## src/rtl/adc_rdport_pkg.sv

```systemverilog
package adc_rdport_pkg;

    typedef struct packed {
        logic rise;
        logic fall;
    } busy_evt_t;

    typedef struct packed {
        logic active;
        logic overlap;
        logic clean_end;
    } strobe_evt_t;

endpackage

```

## src/rtl/adc_rdport_busy_edge.sv

```systemverilog
module adc_rdport_busy_edge
    import adc_rdport_pkg::*;
(
    input  logic      clk,
    input  logic      rst_n,
    input  logic      busy_i,
    output busy_evt_t evt_o
);

    typedef struct packed {
        logic busy;
    } state_t;

    state_t st_d, st_q;

    always_comb begin
        st_d       = st_q;
        st_d.busy  = busy_i;
        evt_o.rise = busy_i && !st_q.busy;
        evt_o.fall = !busy_i && st_q.busy;
    end

    always_ff @(posedge clk or negedge rst_n) begin
        if (!rst_n) st_q <= '0;
        else        st_q <= st_d;
    end

endmodule

```

## src/rtl/adc_rdport_strobe.sv

```systemverilog
module adc_rdport_strobe
    import adc_rdport_pkg::*;
(
    input  logic        clk,
    input  logic        rst_n,
    input  logic        sel_n_i,
    input  logic        rd_n_i,
    input  logic        busy_i,
    output strobe_evt_t evt_o,
    output logic        oe_o
);

    typedef struct packed {
        logic strobe;
        logic taint;
        logic oe;
    } state_t;

    state_t st_d, st_q;
    logic   strobe_now;

    always_comb begin
        strobe_now      = !sel_n_i && !rd_n_i;
        st_d            = st_q;
        st_d.strobe     = strobe_now;
        st_d.oe         = strobe_now;
        st_d.taint      = strobe_now && (st_q.taint || busy_i);
        evt_o.active    = strobe_now;
        evt_o.overlap   = strobe_now && busy_i;
        evt_o.clean_end = st_q.strobe && !strobe_now && !st_q.taint;
    end

    always_ff @(posedge clk or negedge rst_n) begin
        if (!rst_n) st_q <= '0;
        else        st_q <= st_d;
    end

    assign oe_o = st_q.oe;

endmodule

```

## src/rtl/adc_rdport_dreg.sv

```systemverilog
module adc_rdport_dreg
    import adc_rdport_pkg::*;
#(
    parameter int DATA_W = 8
) (
    input  logic              clk,
    input  logic              rst_n,
    input  logic              busy_i,
    input  busy_evt_t         busy_evt_i,
    input  strobe_evt_t       strobe_evt_i,
    input  logic [DATA_W-1:0] result_i,
    output logic [DATA_W-1:0] data_o,
    output logic              valid_o,
    output logic              invalid_o
);

    typedef struct packed {
        logic [DATA_W-1:0] data;
        logic              valid;
        logic              invalid;
    } state_t;

    state_t st_d, st_q;

    always_comb begin
        st_d = st_q;
        if (busy_evt_i.fall) begin
            st_d.data  = result_i;
            st_d.valid = 1'b1;
        end else if (busy_i) begin
            st_d.valid = 1'b0;
        end else if (strobe_evt_i.clean_end) begin
            st_d.valid = 1'b0;
        end
        if (strobe_evt_i.overlap)        st_d.invalid = 1'b1;
        else if (strobe_evt_i.clean_end) st_d.invalid = 1'b0;
    end

    always_ff @(posedge clk or negedge rst_n) begin
        if (!rst_n) st_q <= '0;
        else        st_q <= st_d;
    end

    assign data_o    = st_q.data;
    assign valid_o   = st_q.valid;
    assign invalid_o = st_q.invalid;

endmodule

```

## src/rtl/adc_rdport.sv

```systemverilog
module adc_rdport
    import adc_rdport_pkg::*;
#(
    parameter int DATA_W = 8
) (
    input  logic              clk,
    input  logic              rst_n,
    input  logic              busy_i,
    input  logic [DATA_W-1:0] result_i,
    input  logic              sel_n_i,
    input  logic              rd_n_i,
    output logic [DATA_W-1:0] bus_o,
    output logic              bus_oe_o,
    output logic              data_valid_o,
    output logic              rd_invalid_o
);

    busy_evt_t         busy_evt;
    strobe_evt_t       strobe_evt;
    logic              oe;
    logic [DATA_W-1:0] data_q;

    adc_rdport_busy_edge u_edge (
        .clk    (clk),
        .rst_n  (rst_n),
        .busy_i (busy_i),
        .evt_o  (busy_evt)
    );

    adc_rdport_strobe u_strobe (
        .clk     (clk),
        .rst_n   (rst_n),
        .sel_n_i (sel_n_i),
        .rd_n_i  (rd_n_i),
        .busy_i  (busy_i),
        .evt_o   (strobe_evt),
        .oe_o    (oe)
    );

    adc_rdport_dreg #(.DATA_W(DATA_W)) u_dreg (
        .clk          (clk),
        .rst_n        (rst_n),
        .busy_i       (busy_i),
        .busy_evt_i   (busy_evt),
        .strobe_evt_i (strobe_evt),
        .result_i     (result_i),
        .data_o       (data_q),
        .valid_o      (data_valid_o),
        .invalid_o    (rd_invalid_o)
    );

    always_comb begin
        bus_oe_o = oe;
        bus_o    = oe ? data_q : '0;
    end

endmodule

```

## config.mk

```make
export PLATFORM = sky130hd
export DESIGN_NAME = adc_rdport
export DESIGN_NICKNAME = d
export VERILOG_FILES = /design/src/rtl/adc_rdport_pkg.sv /design/src/rtl/adc_rdport_busy_edge.sv /design/src/rtl/adc_rdport_strobe.sv /design/src/rtl/adc_rdport_dreg.sv /design/src/rtl/adc_rdport.sv
export SDC_FILE = /design/constraint.sdc
export NUM_CORES = 1
export LEC_CHECK = 0
export ABC_AREA = 1
export CAP_MARGIN = 20
export CORE_AREA = 2 2 39 41
export DETAILED_ROUTE_END_ITERATION = 8
export DIE_AREA = 0 0 41 43
export DONT_BUFFER_PORTS = 1
export SKIP_CTS_REPAIR_TIMING = 1
export SLEW_MARGIN = 20
export SYNTH_ARGS = -nofsm -noshare
export SYNTH_HDL_FRONTEND = slang
export SYNTH_HIERARCHICAL = 1
export SYNTH_SLANG_ARGS = --single-unit
```

## constraint.sdc

```tcl
create_clock -name clk -period 1.99 [get_ports clk]
set_clock_uncertainty 0.2 [all_clocks]
set_input_delay 0.398 -clock clk [delete_from_list [all_inputs] [get_ports clk]]
set_output_delay 0.398 -clock clk [all_outputs]
set_load 0.03 [all_outputs]
```

==> results of run 1 <==
worst paths after layout:
check / start / to / cells after the start
max in group asynchronous: rst_n / u_edge/st_q / 1
min in group asynchronous: rst_n / u_dreg/data_o[0] / 1
max: u_strobe/st_q[2] / bus_o[1] / 2
max reg2reg: u_strobe/st_q[2] / u_dreg/invalid_o / 5
min: result_i[1] / u_dreg/data_o[1] / 2
min reg2reg: u_dreg/data_o[6] / u_dreg/data_o[6] / 2
power groups by stage:
| stage | Clock (µW) | Combinational [µW] | Sequential (µW) |
|---|---|---|---|
| detailed placement | 0 | 68.4 | 325 |
| CTS | 168 | 68.5 | 320 |
| global route | 176 | 89.2 | 323 |
| global placement | 0 | 66.1 | 324 |
| floorplan | 0 | 58.4 | 322 |
| finish | 159 | 78.4 | 320 |
sequential cells by signal (all words and copies together) (netlist names):
register and flops:
u_dreg/data_o 8, u_strobe/st_q 2, u_dreg/invalid_o 1, u_dreg/valid_o 1, u_edge/st_q 1
metrics by stage:
stage | utilization, % | setup slack [ps] | hold WS, ps
after floorplan | - | 421 | -97.6
after global placement | 42.6 | 603 | -97.2
after detailed placement | 42.6 | 600 | -97.2
after CTS | 44.5 | 288 | -399
after global routing | 47.4 | 214 | 27.4
final | 47.4 | 303 | 37.2
layout by cell type, fill, tap and decap left out:
cell type      count
clkbuf_1           1
dfrtp_1           13
nor2_2             1
a21o_1             1
dlygate4sd3_1      4
buf_4              2
clkbuf_4           3
inv_2              1
inv_1             15
nor2_1             5
nand2_1           35
nand3_1            1
metal layers:
layer  global-route usage, %  up-vias  routed length (µm)  share of wire [%]
met5                       0        -                   0                  0
met4                    10.0        0                  23                2.1
met3                    5.76        4                  76                6.9
met2                    21.6       18                 539                 49
met1                    15.1      206                 465                 42
li1                        -      226                   -                  -
critical path, delay by kind of cell, from the launching register on:
kind | cells | cell delay, ps
buffers and inverters | 1 | 220
DFF | 1 | 510
and+or+nand+nor | 1 | 90
final cells by class:
type / count / share of cell area, %
Tap cell: 16 / 3.05
Multi-Input combinational cell: 43 / 25.8
Sequential cell: 13 / 49.6
Inverter: 16 / 9.16
Clock buffer: 4 / 4.01
Timing Repair Buffer: 6 / 8.40
==> results.md, run 1 <==
- Post-route insts no fill: 98
- Multi-input gate area: 169 µm²
- Relative slew slack: 60.1%
- Syn Area/Cell: 7.71 µm²
- N_diodes: 0
- CTS clk-pin slew, worst paths: 80 ps
- Outcome: completed
- PwrDens: 850 nW/µm²
- Drt pass-1 iters: 4
- Total GRT Usage: 14.2%
- Combinational Power Share: 14.1%
- Crit end category: output pin
- Post-Syn Instances: 74
- TritonCTS clock tree: built
- Synthesized area: 571 µm²
- Via count: 454
- Maximum number of pins on one net before global-route repair: 14
- Layout fillers: 141
- Vias per std cell: 4.63
- P_leak: 0.000420 µW
- Total power: 557 µW
- Layout Nets: 96
- Vias in the first global route: 379
- Placed cell count: 90
- CP max stage delay: 510 ps
- R2r setup slk: 590 ps
- I/O pin count: 24
- Crit Path Max Fanout: 9
- Die span in x: 41 µm
- FF/Latch Area: 325 µm²
- Maximum clock rate: 593 MHz
- VDD IR max: 401 µV
- Starting density of the core: 41.2%
- Row Count: 14
- Worst min-delay path class: in2reg
- Max clock buf depth: 2
- Nature of the critical path startpoint: register
- H-tree Lvls: 1
- Clock share of power: 28.6%
- RSZ-0062 raised after global routing: false
- Switching power total: 162 µW
- Slowest-stage cell, CP: dfrtp_1
- Power share of the sequential group: 57.3%
- Clock sinks: 13
- Maximum capacitance violations: 0
- WL final: 1100 µm
- IO buf count: 0
- Final setup TNS: 0 ps
- Fraction of layout cells with a size suffix above 1: 8.54%
- Syn nets: 87
- P_int: 395 µW
- Max Slew Vio Count: 0
- Iter 0 DRT Violations: 4
- Worst-Margin Slew: 596 ps
- Gp weighted congestion: 0.690
- Sw frac: 29.1%
- Grt total ovfl: 0
- Global-route wire length before repair: 1590 µm
- Die area: 1760 µm²
- Final setup vio count: 0
- Final hold violations: 0
- Post-DR wirelength/cell: 11.3 µm
- Die Y: 43 µm
- Antenna-violating nets left: 0
- Crit path time final: 1690 ps
- Clock root cell: clkbuf_4
- DRC Markers: 0
- Final HPWL DP: 803 µm
- Req. time, crit path: 1390 ps
- P&R area growth vs syn: 14.9%
- Final period util: 84.8%
- Final instance area: 656 µm²
- Arrival time worst endpoint: 1090 ps
- CP Cell Sequence: nand2_1, inv_1
- Kind of critical path: reg2out
- Core area: 1380 µm²
- Ys Warns: 6
- Clock Latency Late Sink: 270 ps
- Initial antenna violation count: 0
- CTS Buf Count: 3
- Placement Cell Area: 589 µm²
No activity file was read; power rests on OpenSTA's default activity.
==> run 2: changes to the inputs <==
--- a/config.mk
+++ b/config.mk
@@ -5,7 +5,7 @@
 export SDC_FILE = /design/constraint.sdc
 export NUM_CORES = 1
 export LEC_CHECK = 0
-export ABC_AREA = 1
+export ABC_AREA = 0
 export CAP_MARGIN = 20
 export CORE_AREA = 2 2 39 41
 export DETAILED_ROUTE_END_ITERATION = 8
==> constraint.sdc (replaced) <==
create_clock -name clk -period 1.64 [get_ports clk]
set_clock_uncertainty 0.2 [all_clocks]
set_input_delay 0.328 -clock clk [delete_from_list [all_inputs] [get_ports clk]]
set_output_delay 0.328 -clock clk [all_outputs]
set_load 0.03 [all_outputs]
==> run 2 against run 1 <==
  * Combinational power up 80%
  * Via count down 25%
  * Global-route usage down 1.8 points
  * Cell count down 28%
  * First-iteration DRC count down 25%
  * Worst setup slack worse by 240 ps
  * Total power up 30%
  * Area after synthesis down 0.66%
  * Critical path depth up 1
  * Clock-buffer cell count unchanged
  * Synthesized cell count down 47%
==> results.md, run 2 <==
- Outcome: completed
- Crit end category: register
- RSZ-0062 raised after global routing: false
- CP Cell Sequence: dlygate4sd3_1, nor2_2, dlygate4sd3_1
- Crit Path Max Fanout: 4
- H-tree Lvls: 1
- CTS Buf Count: 3
- Die span in x: 41 µm
- P_int: 532 µW
- Endpoint, Worst Hold: u_strobe/st_q[1]
- Synthesized area: 567 µm²
- Switching power total: 193 µW
- Maximum clock rate: 634 MHz
- TritonCTS clock tree: built
- Final instance area: 739 µm²
- Maximum capacitance violations: 0
- Ys Warns: 6
- Post-route insts no fill: 71
- P&R area growth vs syn: 30.5%
- Initial antenna violation count: 0
- Vias in the first global route: 319
- IO buf count: 0
- Syn Area/Cell: 14.5 µm²
- CTS clk-pin slew, worst paths: 70 ps
- Final HPWL DP: 712 µm
- Row Count: 14
- Crit path time final: 1580 ps
- PwrDens: 980 nW/µm²
- Core area: 1380 µm²
- I/O pin count: 24
- RR Startpoint: u_edge/st_q
- CP max stage delay: 560 ps
- Worst Reg2Reg Path Length in Cells: 2
- Clock root cell: clkbuf_4
- Max clock buf depth: 2
- Slowest-stage cell, CP: dlygate4sd3_1
- Antenna-violating nets left: 0
- Placement Cell Area: 583 µm²
- Final hold violations: 0
- Clock Latency Late Sink: 260 ps
- Worst-Margin Slew: 579 ps
- Nature of the critical path startpoint: input pin
- Post-Syn Instances: 39
- Req. time, crit path: 1640 ps
- Fraction of layout cells with a size suffix above 1: 41.8%
- Largest register FFs: 8
- Clock share of power: 26.2%
- Drt pass-1 iters: 2
- Arrival time worst endpoint: 1580 ps
- Crit path top cell by count: dlygate4sd3_1
- WL final: 1020 µm
- Starting density of the core: 41.0%
- Sw frac: 26.6%
- Grt total ovfl: 0
- DRC Markers: 0
- Vias per std cell: 4.79
- Total power: 724 µW
- Maximum number of pins on one net before global-route repair: 14
- Final Util: 53.4%
- CP top delay family: buffers and inverters
- Gp weighted congestion: 0.605
- Placed cell count: 55
- P_leak: 0.000346 µW
- Max Slew Vio Count: 0
- Global-route wire length before repair: 1450 µm
- Relative slew slack: 61.3%
- VDD IR max: 454 µV
- Worst min-delay path class: in2reg
- Crit path buffers/inverters: 2
- Most frequent cells in the layout: 12 x dlygate4sd3_1, 12 x dfrtp_1, 8 x mux2_4
- Clock sinks: 13
- R2r setup slk: 360 ps
- Total GRT Usage: 12.4%
- Hold_sp: rd_n_i
- Combinational Power Share: 19.4%
- Die area: 1760 µm²
- Final setup vio count: 0
- Power share of the sequential group: 54.4%
- Layout Nets: 69
- Iter 0 DRT Violations: 3
- Post-DR wirelength/cell: 14.3 µm
- Die Y: 43 µm
- Final period util: 96.2%
- N_diodes: 0
- Syn nets: 52
- Via count: 340
- Crit Reg-Reg Endpoint: u_dreg/data_o[4]
- Hold depth: 2
- Kind of critical path: in2reg
## run 2: routing by layer
layer	track usage, %	wire length [µm]	up-vias
li1	-	-	161
met1	14.2	426	166
met2	18.1	523	13
met3	8.38	68	0
met4	4.00	0	0
met5	0	0	-
## run 2: layout make-up
class / count / area [µm²]
inverters: 2 / 7.51
multi-input cells: 23 / 231
repair buffers: 13 / 128
well taps: 16 / 20.0
flip-flops and latches: 13 / 327
clock buffers: 4 / 26.3
fillers: 117 / 644
## run 2: worst max-delay path by stage
stage                                start               end  slack (ps)  cells after the start
final                              sel_n_i  u_strobe/st_q[2]          60                      3
after global routing      u_strobe/st_q[2]          bus_o[4]          20                      1
after CTS                 u_strobe/st_q[2]          bus_o[5]         -20                      1
after detailed placement            busy_i  u_dreg/data_o[5]         280                      2
after global placement              busy_i  u_dreg/data_o[4]         290                      2
after floorplan           u_strobe/st_q[2]          bus_o[0]         200                      1
## run 2: power groups by stage
stage / logic, µW / registers, µW / clock network [µW]
after floorplan: 98.9 / 395 / 0
after global placement: 105 / 399 / 0
after detailed placement: 108 / 401 / 0
after CTS: 108 / 394 / 201
after global routing: 151 / 400 / 219
final: 141 / 394 / 190
## run 2: through the flow
stage	setup WS [ps]	setup TNS (ps)	hold slack, ps
detailed placement	276	0	-167
floorplan	197	0	-168
global placement	295	0	-167
CTS	-22.2	-56.8	-464
finish	63.1	0	23.3
global route	23.2	0	20.9
## run 2: worst register-to-register path, cell delays in order (launching register included)
cell and delay [ps]:
dfrtp_1 360, and2b_2 290, mux2_4 330
==> run 3: changes to the inputs <==
--- a/config.mk
+++ b/config.mk
@@ -11,6 +11,7 @@
 export DETAILED_ROUTE_END_ITERATION = 8
 export DIE_AREA = 0 0 41 43
 export DONT_BUFFER_PORTS = 1
+export HOLD_SLACK_MARGIN = 0.08
 export SKIP_CTS_REPAIR_TIMING = 1
 export SLEW_MARGIN = 20
 export SYNTH_ARGS = -nofsm -noshare
==> run 3 against run 2 <==
  * Clock-buffer cell count unchanged
  * Global-route usage did not move
  * Worst hold slack improved by 270 ps
  * Worst setup slack improved by 19 ps
  * Highest routed layer unchanged
==> results.md, run 3 (same netlist as run 2, synthesis figures left out) <==
- CTS clk-pin slew, worst paths: 80 ps
- Die Y: 43 µm
- Metal3 WL: 65 µm
- Post-route insts no fill: 71
- Via count: 332
- Antenna-violating nets left: 0
- RSZ-0062 raised after global routing: false
- Final period util: 95.0%
- Vias in the first global route: 319
- Place WS: 276 ps
- WL final: 996 µm
- Worst Reg2Reg Path Length in Cells: 2
- CTS Buf Count: 3
- P&R area growth vs syn: 30.5%
- Starting density of the core: 41.0%
- Crit Path Max Fanout: 10
- Core area: 1380 µm²
- Iter 0 DRT Violations: 3
- Power share of the sequential group: 54.3%
- Relative slew slack: 61.4%
- Maximum number of pins on one net before global-route repair: 14
- Clock sinks: 13
- Outcome: completed
- Most frequent cells in the layout: 12 x dlygate4sd3_1, 12 x dfrtp_1, 8 x mux2_4
- IO buf count: 0
- Worst-Margin Slew: 577 ps
- Arrival time worst endpoint: 1030 ps
- Crit end category: output pin
- Fraction of layout cells with a size suffix above 1: 41.8%
- Final hold violations: 0
- Drt pass-1 iters: 2
- Kind of critical path: reg2out
- Routed wl met2: 506 µm
- Die area: 1760 µm²
- Highest metal used: met3
- Initial antenna violation count: 0
- Sw frac: 26.7%
- Switching power total: 193 µW
- DRC Markers: 0
- Max Slew Vio Count: 0
- Placed cell count: 55
- Nature of the critical path startpoint: register
- FF/Latch Area: 327 µm²
- Multi-input gate area: 231 µm²
- CP max stage delay: 430 ps
- Die span in x: 41 µm
- Clock share of power: 26.2%
- N_diodes: 0
- Final HPWL DP: 712 µm
- CP Cell Sequence: and2_1
- Crit path buffers/inverters: 0
- Setup ws final: 81.9 ps
- Crit Reg-Reg Endpoint: u_dreg/data_o[4]
- Grt total ovfl: 0
- Combinational Power Share: 19.4%
- PwrDens: 980 nW/µm²
- Post-DR wirelength/cell: 14.0 µm
- CP top delay family: flip-flops
- Met1 wire length: 424 µm
- Clock root cell: clkbuf_4
- I/O pin count: 24
- TritonCTS clock tree: built
- Req. time, crit path: 1110 ps
- Final instance area: 739 µm²
- Worst min-delay path class: in2async
- Row Count: 14
- P_int: 532 µW
- RR Startpoint: u_edge/st_q
- Final setup vio count: 0
- Vias per std cell: 4.68
- Total GRT Usage: 12.4%
- Layout fillers: 118
- Maximum capacitance violations: 0
- Clock Latency Late Sink: 260 ps
- Global-route wire length before repair: 1450 µm
- P_leak: 0.000344 µW
- Slowest-stage cell, CP: dfrtp_2
- H-tree Lvls: 1
- Max clock buf depth: 2
- Worst hold slack: 294 ps
- Crit path time final: 1560 ps
- Maximum clock rate: 642 MHz
- R2r setup slk: 360 ps
- Gp weighted congestion: 0.605
- Layout Nets: 69
- VDD IR max: 461 µV
- Placement Cell Area: 583 µm²
- Largest register FFs: 8
[run 3: power by group through the flow]
stage	Sequential, µW	Clock, µW	Combinational, µW
after floorplan	395	0	98.9
after global placement	399	0	105
after detailed placement	401	0	108
after CTS	394	201	108
after global routing	400	219	152
final	394	190	141
[run 3: final cells by class]
cell class              instances  share of cell area [%]
clock buffers                   4                    3.55
inverters                       2                    1.02
well taps                      16                    2.71
flip-flops and latches         13                    44.2
repair buffers                 13                    17.3
multi-input cells              23                    31.3
[run 3: metal layers]
layer	up-vias	track usage (%)
li1	161	-
met1	158	14.2
met2	13	18.1
met3	0	8.38
met4	0	4.00
met5	-	0
[run 3: worst max path at each step]
| stage | start | to | depth (start not counted) |
|---|---|---|---|
| after floorplan | u_strobe/st_q[2] | bus_o[0] | 1 |
| after global placement | busy_i | u_dreg/data_o[4] | 2 |
| after detailed placement | busy_i | u_dreg/data_o[5] | 2 |
| after CTS | u_strobe/st_q[2] | bus_o[5] | 1 |
| after global routing | u_strobe/st_q[2] | bus_o[4] | 1 |
| final | u_strobe/st_q[2] | bus_o[4] | 1 |
[run 3: metrics by stage]
step / util [%] / total power [µW] / setup TNS, ps
2_1_floorplan: - / 494 / 0
3_3_place_gp: 42.1 / 504 / 0
3_5_place_dp: 42.1 / 509 / 0
4_1_cts: 44.0 / 704 / -56.8
5_1_grt: 53.4 / 770 / 0
6_report: 53.4 / 725 / 0
